===== config.mk =====
export PLATFORM = sky130hd
export DESIGN_NAME = periodic_irq_gen
export DESIGN_NICKNAME = d
export VERILOG_FILES = /design/src/rtl/prg_pkg.sv /design/src/rtl/prg_rate_decode.sv /design/src/rtl/prg_tick_counter.sv /design/src/rtl/prg_boundary_detect.sv /design/src/rtl/prg_event_out.sv /design/src/rtl/periodic_irq_gen.sv
export SDC_FILE = /design/constraint.sdc
export NUM_CORES = 1
export LEC_CHECK = 0
export BUFFER_PORTS_ARGS = -buffer_cell sky130_fd_sc_hd__buf_4
export CAP_MARGIN = 30
export CORE_MARGIN = 1
export CORE_UTILIZATION = 60
export DETAILED_ROUTE_END_ITERATION = 16
export PLACE_DENSITY = 0.94
export SLEW_MARGIN = 20
export SYNTH_ARGS = -nofsm -noshare
export SYNTH_HDL_FRONTEND = slang
export SYNTH_SLANG_ARGS = --single-unit
export TNS_END_PERCENT = 10

===== constraint.sdc =====
create_clock -name clk -period 5.8 [get_ports clk]
set_clock_uncertainty 0.05 [all_clocks]
set_input_delay 1.16 -clock clk [delete_from_list [all_inputs] [get_ports clk]]
set_output_delay 1.16 -clock clk [all_outputs]
set_load 0.01 [all_outputs]

===== src/rtl/prg_pkg.sv =====
package prg_pkg;

   typedef enum logic [0:0] {
      DET_NEXT_ZERO = 1'b0,
      DET_LOW_ONES  = 1'b1
   } det_style_e;

   function automatic int fold_code(input int code, input int limit, input int add);
      if (code != 0 && code <= limit)
         return code + add;
      return code;
   endfunction

   function automatic int max_eff(input int code_w, input int limit, input int add);
      int top_code;
      top_code = (1 << code_w) - 1;
      return ((limit + add) > top_code) ? (limit + add) : top_code;
   endfunction

endpackage


===== src/rtl/prg_rate_decode.sv =====
module prg_rate_decode #(
   parameter int CODE_W     = 4,
   parameter int CNT_W      = 16,
   parameter int FOLD_LIMIT = 2,
   parameter int FOLD_ADD   = 7
) (
   input  logic [CODE_W-1:0] code_i,
   input  logic              en_i,
   output logic              active_o,
   output logic [CNT_W-1:0]  mask_o
);
   localparam int EFF_W = CODE_W + 2;

   logic [EFF_W-1:0] eff;
   logic             code_nz;

   assign code_nz = (code_i != '0);

   generate
      if (FOLD_LIMIT > 0) begin : g_fold
         always_comb begin
            if (code_nz && (int'(code_i) <= FOLD_LIMIT))
               eff = EFF_W'(int'(code_i) + FOLD_ADD);
            else
               eff = EFF_W'(code_i);
         end
      end else begin : g_nofold
         assign eff = EFF_W'(code_i);
      end
   endgenerate

   assign active_o = en_i && code_nz;

   // period is 2^(eff-1): mask covers bits below eff-1
   generate
      for (genvar i = 0; i < CNT_W; i++) begin : g_mask
         assign mask_o[i] = ((i + 1) < int'(eff));
      end
   endgenerate

endmodule


===== src/rtl/prg_tick_counter.sv =====
module prg_tick_counter #(
   parameter int CNT_W = 16
) (
   input  logic             clk,
   input  logic             rst_n,
   input  logic             tick_i,
   output logic [CNT_W-1:0] cnt_o,
   output logic [CNT_W-1:0] cnt_next_o
);
   logic [CNT_W-1:0] cnt_q;

   assign cnt_next_o = cnt_q + CNT_W'(1);
   assign cnt_o      = cnt_q;

   always_ff @(posedge clk or negedge rst_n) begin
      if (!rst_n)
         cnt_q <= '0;
      else if (tick_i)
         cnt_q <= cnt_next_o;
   end

endmodule


===== src/rtl/prg_boundary_detect.sv =====
module prg_boundary_detect #(
   parameter int              CNT_W     = 16,
   parameter prg_pkg::det_style_e DET_STYLE = prg_pkg::DET_NEXT_ZERO
) (
   input  logic             tick_i,
   input  logic             active_i,
   input  logic [CNT_W-1:0] cnt_i,
   input  logic [CNT_W-1:0] cnt_next_i,
   input  logic [CNT_W-1:0] mask_i,
   output logic             hit_o
);
   logic crossing;

   generate
      if (DET_STYLE == prg_pkg::DET_NEXT_ZERO) begin : g_next_zero
         assign crossing = ((cnt_next_i & mask_i) == '0);
      end else begin : g_low_ones
         assign crossing = ((cnt_i & mask_i) == mask_i);
      end
   endgenerate

   assign hit_o = tick_i && active_i && crossing;

endmodule


===== src/rtl/prg_event_out.sv =====
module prg_event_out #(
   parameter int             STAT_W     = 8,
   parameter logic [STAT_W-1:0] STAT_FLAGS = 8'hC0
) (
   input  logic              clk,
   input  logic              rst_n,
   input  logic              hit_i,
   output logic              evt_o,
   output logic [STAT_W-1:0] stat_o,
   output logic              irq_o
);
   always_ff @(posedge clk or negedge rst_n) begin
      if (!rst_n) begin
         evt_o  <= 1'b0;
         stat_o <= '0;
         irq_o  <= 1'b0;
      end else begin
         evt_o  <= hit_i;
         stat_o <= hit_i ? STAT_FLAGS : '0;
         irq_o  <= hit_i;
      end
   end

endmodule


===== src/rtl/periodic_irq_gen.sv =====
module periodic_irq_gen #(
   parameter int                  CODE_W     = 4,
   parameter int                  CNT_W      = 16,
   parameter int                  FOLD_LIMIT = 2,
   parameter int                  FOLD_ADD   = 7,
   parameter int                  STAT_W     = 8,
   parameter logic [7:0]          STAT_FLAGS = 8'hC0,
   parameter prg_pkg::det_style_e DET_STYLE  = prg_pkg::DET_NEXT_ZERO
) (
   input  logic              clk,
   input  logic              rst_n,
   input  logic              tick_en,
   input  logic [CODE_W-1:0] rate_code,
   input  logic              pie_en,
   output logic              evt_o,
   output logic [STAT_W-1:0] stat_set_o,
   output logic              irq_req_o
);
   localparam int MAX_EFF = prg_pkg::max_eff(CODE_W, FOLD_LIMIT, FOLD_ADD);

   if (CNT_W < 16) begin : g_chk_cnt
      $error("tick counter must be at least 16 bits");
   end
   if (CNT_W < MAX_EFF - 1) begin : g_chk_span
      $error("tick counter narrower than the longest period");
   end
   if (STAT_W < 8) begin : g_chk_stat
      $error("status mask must be at least 8 bits");
   end
   if (FOLD_LIMIT < 0 || FOLD_ADD < 0) begin : g_chk_fold
      $error("fold parameters must be non-negative");
   end

   logic [CNT_W-1:0] cnt_q;
   logic [CNT_W-1:0] cnt_next;
   logic [CNT_W-1:0] mask_w;
   logic             active_w;
   logic             hit_w;

   prg_rate_decode #(
      .CODE_W    (CODE_W),
      .CNT_W     (CNT_W),
      .FOLD_LIMIT(FOLD_LIMIT),
      .FOLD_ADD  (FOLD_ADD)
   ) u_dec (
      .code_i  (rate_code),
      .en_i    (pie_en),
      .active_o(active_w),
      .mask_o  (mask_w)
   );

   prg_tick_counter #(.CNT_W(CNT_W)) u_cnt (
      .clk       (clk),
      .rst_n     (rst_n),
      .tick_i    (tick_en),
      .cnt_o     (cnt_q),
      .cnt_next_o(cnt_next)
   );

   prg_boundary_detect #(.CNT_W(CNT_W), .DET_STYLE(DET_STYLE)) u_det (
      .tick_i    (tick_en),
      .active_i  (active_w),
      .cnt_i     (cnt_q),
      .cnt_next_i(cnt_next),
      .mask_i    (mask_w),
      .hit_o     (hit_w)
   );

   prg_event_out #(
      .STAT_W    (STAT_W),
      .STAT_FLAGS(STAT_W'(STAT_FLAGS))
   ) u_out (
      .clk   (clk),
      .rst_n (rst_n),
      .hit_i (hit_w),
      .evt_o (evt_o),
      .stat_o(stat_set_o),
      .irq_o (irq_req_o)
   );

endmodule



==> reports/metrics.csv, run 1 <==
stage,metric,value,unit
detailed_routing,via_per_inst,5.626,
power,combPwrFrac,37.6,%
floorplan,ios,18,
synth,synthDistinctLibCells,47,
grt,grt_pass1_vias,822,
detailed_routing,drt-total-wl,2236,microns
clocking,postCtsHoldBufs,0,
sta,hold_violations,0,
synth,avgSynthCellArea,8.776,sq um
floorplan,die_h,47.42,microns
setup_path,worstSetupStartpoint,rate_code[0],
clocking,clk_path_buf_depth,2,
worst_hold_path,hold_depth,1,
clocking,clock_latency,0.29,ns
synth,ys_top_cells_by_count,"xnor2_1 (19), dfrtp_1 (15), nand2_1 (11), buf_4 (9), nand3_1 (8)",
setup_path,reg2reg_depth,6,
layout,nNetsFinal,156,
synth,synth-seq-cells,15,
setup_path,cp_max_fo,9,
detailed_routing,ant_nets,0,
setup_path,cp.required,5.93,ns
power,sw_frac_of_total,38.23,%
power,switchingPower,0.0001384,W
synth,yosysMostFrequentCell,xnor2_1,
setup_path,endpoint_kind,register,
sta,clock.fmax,329.4,MHz
status,status,finished clean,
clocking,cts_sinks,15,
synth,yosysTopAreaCellShare,30.33,%
detailed_routing,drt_iter0_drc,26,
clocking,root_buffer,clkbuf_4,
setup_path,arrival,3.17,ns
detailed_routing,vias,962,
grt,overflow,0,
sta,timing.final.max_slew_violations,0,
setup_path,start_kind,input port,
power,pwr-share-clk,16.7,%
run,drv_cap,0,
setup_path,r2r-start,u_cnt.cnt_o[2],
power,leakage,0.5399,nW
synth,async_flop_share,100.0,%
clocking,numCtsBuffers,3,
floorplan,rows,16,
detailed_routing,drt_first_pass_iters,4,
power,peakVddDrop,0.2070,mV
worst_hold_path,worstHoldStart,u_cnt.cnt_o[12],
synth,syn_inst,141,
floorplan,start_util,63.72,%
layout,drive_gt1_share,14.58,%
power,p_per_area,281.0,nW/um^2
clocking,tritoncts,yes,
clocking,post-cts-setup-buffer-count,0,
sta,setup-tns-final,0,ns
floorplan,core-area,1942,sq um
power,p_int,0.0002237,W
setup_path,r2r_setup_slack,3.67,ns
synth,yosysTopAreaCell,dfrtp_1,
synth,synth_area,1237,sq um
worst_hold_path,hp-class,register to register,
floorplan,dieWidth,47.42,microns
layout,antenna_cells,0,
grt,track_usage,23.22,%
synth,yosys_warnings,0,
grt,grt_pass1_wl,3505,microns
floorplan,die_area,2248,sq um
grt,antenna_found_initial,0,
sta,setup_viol,0,
setup_path,critPathKind,input port to register,
sta,rsz0062_at_grt,false,
sta,fin_crit,3.036,ns
synth,synth_seq_area_share,30.33,%
place,hpwlAfterDp,1714,microns
clocking,h-tree-depth,1,
clocking,clk_pin_slew_worst_paths,0.09,ns
synth,ys.flop_type,dfrtp_1,
synth,synth_area_leaders,"dfrtp_1 (30%), xnor2_1 (13%), buf_4 (5.5%), nand2_1 (3.3%), nand3_1 (3.2%)",
grt,grt_max_degree,16,
detailed_routing,wl_per_cell,13.08,microns
place,gp_congestion,0.8319,
clocking,postCtsResizedCells,0,
layout,syn_to_final_growth,4.146,%
place,numPortBuffers,11,
sta,fin_crit_sh,52.35,%
power,pwr-share-seq,45.7,%
sta,fin_hold_ws,0.4433,ns
detailed_routing,drcViolationCount,0,
synth,synth_edf_count,0,
==> worst max-delay path, stage by stage <==
cell and delay, ns:
buf_4 0.10, inv_1 0.07, ha_1 0.31, or3b_1 0.39, a211oi_2 0.29, a21boi_1 0.14, a22oi_2 0.23, nand3_1 0.12
a2111oi_2 0.36
==> metal layers <==
| layer | up-vias | global-route usage (%) | part of all wire [%] |
|---|---|---|---|
| li1 | 492 | - | - |
| met1 | 451 | 30.17 | 48 |
| met2 | 15 | 34.25 | 47 |
| met3 | 4 | 5.660 | 3.0 |
| met4 | 0 | 15.43 | 1.7 |
| met5 | - | 0 | 0 |
==> final cells by class <==
| cell class | count | area (sq um) |
|---|---|---|
| inverter | 5 | 18.77 |
| multi-input combinational | 109 | 752.0 |
| clock buffer | 4 | 26.28 |
| tap | 27 | 33.78 |
| sequential | 15 | 375.4 |
| fill | 156 | 653.1 |
| timing repair buffer | 11 | 82.58 |
==> worst paths after layout <==
path / to
setup / recovery: u_out.stat_o[6]
hold / removal: u_cnt.cnt_o[12]
setup reg to reg: u_out.stat_o[6]
hold reg to reg: u_cnt.cnt_o[12]
max in group asynchronous: u_cnt.cnt_o[4]
min in group asynchronous: u_cnt.cnt_o[7]
==> cells by family (layout without fill, tap and decap cells) <==
group                      count (synthesis)  in the layout  synth area share (%)
other                                      1              6                0.3030
and+or+nand+nor                           50             50                 22.95
muxes                                      2              2                 1.719
DFF                                       15             15                 30.33
AOI/OAI and AO/OA                         26             26                 15.57
adders and majority gates                  4              4                 3.843
buffers and inverters                     22             20                 10.41
xor gates and xnor gates                  21             21                 14.86
==> cell usage in the layout (no fill, tap or decap), types with 2 or more instances in the layout <==
master,count
a21oi_1,6
a31oi_1,2
and2_1,2
and3_1,5
and4_1,2
buf_4,11
clkbuf_4,3
conb_1,6
dfrtp_1,15
ha_1,3
inv_1,5
nand2_1,11
nand2b_1,2
nand3_1,8
nand4_1,6
nor2_1,3
nor3_1,2
o21ai_1,2
o22ai_1,2
or3_1,3
xnor2_1,19
xor2_1,2
==> power by group through the flow <==
stage	logic (W)	registers, W	clock network [W]
3_3_place_gp	0.000132	0.000166	0
5_1_grt	0.000155	0.000171	0.0000673
6_report	0.000136	0.000165	0.0000604
4_1_cts	0.000137	0.000165	0.0000615
3_5_place_dp	0.000136	0.000167	0
2_1_floorplan	0.000134	0.000146	0
==> metrics by stage <==
step	instance area, sq um	instances	power, W	utilization (%)	worst slack, ns
after floorplan	1256	146	0.0002800	-	2.722
after global placement	1262	167	0.0002979	65.01	2.581
after detailed placement	1262	167	0.0003033	65.01	2.449
after CTS	1289	171	0.0003635	66.37	2.758
after global routing	1289	171	0.0003935	66.37	2.639
final	1289	171	0.0003621	66.37	2.764
==> sequential cells by signal, summed over array words and instances, names as in the netlist <==
register and cells:
u_out.stat_o 1, u_cnt.cnt_o 14
No activity file was read; power rests on OpenSTA's default activity.
==> inputs of run 2 (changes only) <==
CORE_UTILIZATION = 56   (was 60)
PLACE_DENSITY = 0.89   (was 0.94)
clock period = 3.2 ns   (was 5.8 ns; I/O delays follow)
==> run 2 against run 1 <==
Effect of this change:
- worst setup slack got worse by 2.1 ns
- via count increased by 5.2%
- final area unchanged
- non-clock buffer count stayed put
- critical endpoint unchanged
- highest routed layer unchanged
==> reports/metrics.csv, run 2 (synthesis results as in run 1) <==
stage,metric,value,unit
clocking,clk_pin_slew_worst_paths,0.10,ns
setup_path,critPathTopFamily,compound AO/OA/AOI/OAI gates,
setup_path,cp_max_fo,9,
setup_path,endpoint_kind,register,
detailed_routing,drt_iter0_drc,41,
layout,final_common_cell,xnor2_1,
detailed_routing,drt_first_pass_iters,4,
setup_path,slowest_stage,or3b_1,
detailed_routing,ant_nets,0,
floorplan,die_area,2401,sq um
detailed_routing,wl_per_cell,13.54,microns
layout,syn_to_final_growth,4.146,%
power,leakage,0.5399,nW
floorplan,rows,16,
layout,drive_gt1_share,14.58,%
clocking,clock_latency,0.29,ns
floorplan,start_util,61.20,%
status,status,finished clean,
worst_hold_path,hp-class,input port to async pin,
setup_path,crit_chain,"buf_4, inv_1, ha_1, or3b_1, a211oi_2, a21boi_1, a22oi_2, nand3_1, a2111oi_2",
layout,instances_no_fill,171,
detailed_routing,drt-total-wl,2316,microns
layout,layout_common_cells,"xnor2_1 (19), dfrtp_1 (15), nand2_1 (11), buf_4 (11), nand3_1 (8)",
power,sw_frac_of_total,39.03,%
sta,setup-tns-final,0,ns
grt,use_met2,34.49,%
sta,rsz0062_at_grt,false,
clocking,post-cts-setup-buffer-count,0,
grt,grt-busiest-layer,met2,
layout,nNetsFinal,156,
power,p_int,0.0004064,W
place,dp_cells,167,
sta,setup_viol,0,
clocking,cts_sinks,15,
clocking,clk_path_buf_depth,2,
clocking,h-tree-depth,1,
grt,grt_max_degree,16,
place,numPortBuffers,11,
run,drv_cap,0,
sta,clock.fmax,395.9,MHz
layout,fill_cells,181,
grt,grt_pass1_vias,911,
clocking,root_buffer,clkbuf_4,
sta,fin_crit_sh,78.94,%
power,peakVddDrop,0.4282,mV
grt,grt_pass1_wl,3926,microns
power,pwr-share-seq,45.5,%
setup_path,arrival,2.67,ns
clocking,postCtsHoldBufs,0,
setup_path,path_buf_inv,2,
grt,overflow,0,
clocking,tritoncts,yes,
sta,timing.final.max_slew_violations,0,
power,pwr-share-clk,17.2,%
grt,use_met1,27.15,%
sta,hold_violations,0,
power,switchingPower,0.0002601,W
clocking,numCtsBuffers,3,
power,combPwrFrac,37.3,%
setup_path,start_kind,input port,
sta,fin_crit,2.526,ns
detailed_routing,drcViolationCount,0,
grt,track_usage,21.31,%
clocking,postCtsResizedCells,0,
detailed_routing,via_per_inst,5.918,
floorplan,core-area,2022,sq um
detailed_routing,vias,1012,
grt,grtUsageMet3,5.919,%
power,p_per_area,517.2,nW/um^2
place,gp_congestion,0.8361,
floorplan,ios,18,
place,hpwlAfterDp,1794,microns
grt,antenna_found_initial,0,
setup_path,critPathKind,input port to register,
layout,largest_reg_flops,14,
setup_path,cp.required,3.35,ns
floorplan,dieWidth,49.01,microns
floorplan,die_h,49.01,microns
setup_path,max_stage_delay,0.39,ns
layout,antenna_cells,0,
run 2: cell counts in the layout (fill, tap and decap cells not counted):
No cell type changed its count.
run 2: final cells by class:
type	instances	area, sq um	area share [%]
multi-input cells	109	752.0	58.35
inverters	5	18.77	1.456
well taps	27	33.78	2.621
flip-flops and latches	15	375.4	29.13
clock buffers	4	26.28	2.039
repair buffers	11	82.58	6.408
run 2: worst paths after layout:
path                            startpoint              end  slack, ns  cells after the start
max                           rate_code[1]  u_out.stat_o[6]       0.67                      9
min                                  rst_n  u_out.stat_o[6]       0.12                      1
max reg2reg                 u_cnt.cnt_o[2]  u_out.stat_o[6]       1.07                      6
min reg2reg                u_cnt.cnt_o[13]  u_cnt.cnt_o[13]       0.45                      1
max in group asynchronous            rst_n   u_cnt.cnt_o[0]       2.80                      1
min in group clk           u_cnt.cnt_o[13]  u_cnt.cnt_o[13]       0.45                      1
run 2: worst register-to-register path: stages, from the launching register on:
cell       delay (ns)
dfrtp_1          0.49
and4_1           0.34
and2_1           0.25
or2_2            0.29
o22ai_1          0.15
nand3_1          0.11
a2111oi_2        0.35
run 2: metal layers:
metal	vias to the layer above	part of all wire, %
li1	489	-
met1	487	44
met3	6	4.4
met4	0	1.3
met2	30	50
met5	-	0
run 2: metrics by stage:
step	power (W)	instance area [sq um]	setup WS (ns)	util (%)	hold slack, ns
3_3_place_gp	0.0005417	1262	0.4911	62.44	0.4292
4_1_cts	0.0006669	1289	0.6784	63.74	0.1365
5_1_grt	0.0007126	1289	0.5308	63.74	0.1344
3_5_place_dp	0.0005552	1262	0.3747	62.44	0.4387
6_report	0.0006665	1289	0.6738	63.74	0.1228
2_1_floorplan	0.0005076	1256	0.6417	-	0.2944
run 2: power by group through the flow:
stage	clock [W]	sequential (W)	combinational [W]
finish	0.000115	0.000303	0.000249
CTS	0.000115	0.000303	0.000249
detailed placement	0	0.000307	0.000248
global route	0.000124	0.000313	0.000276
global placement	0	0.000302	0.000240
floorplan	0	0.000264	0.000243
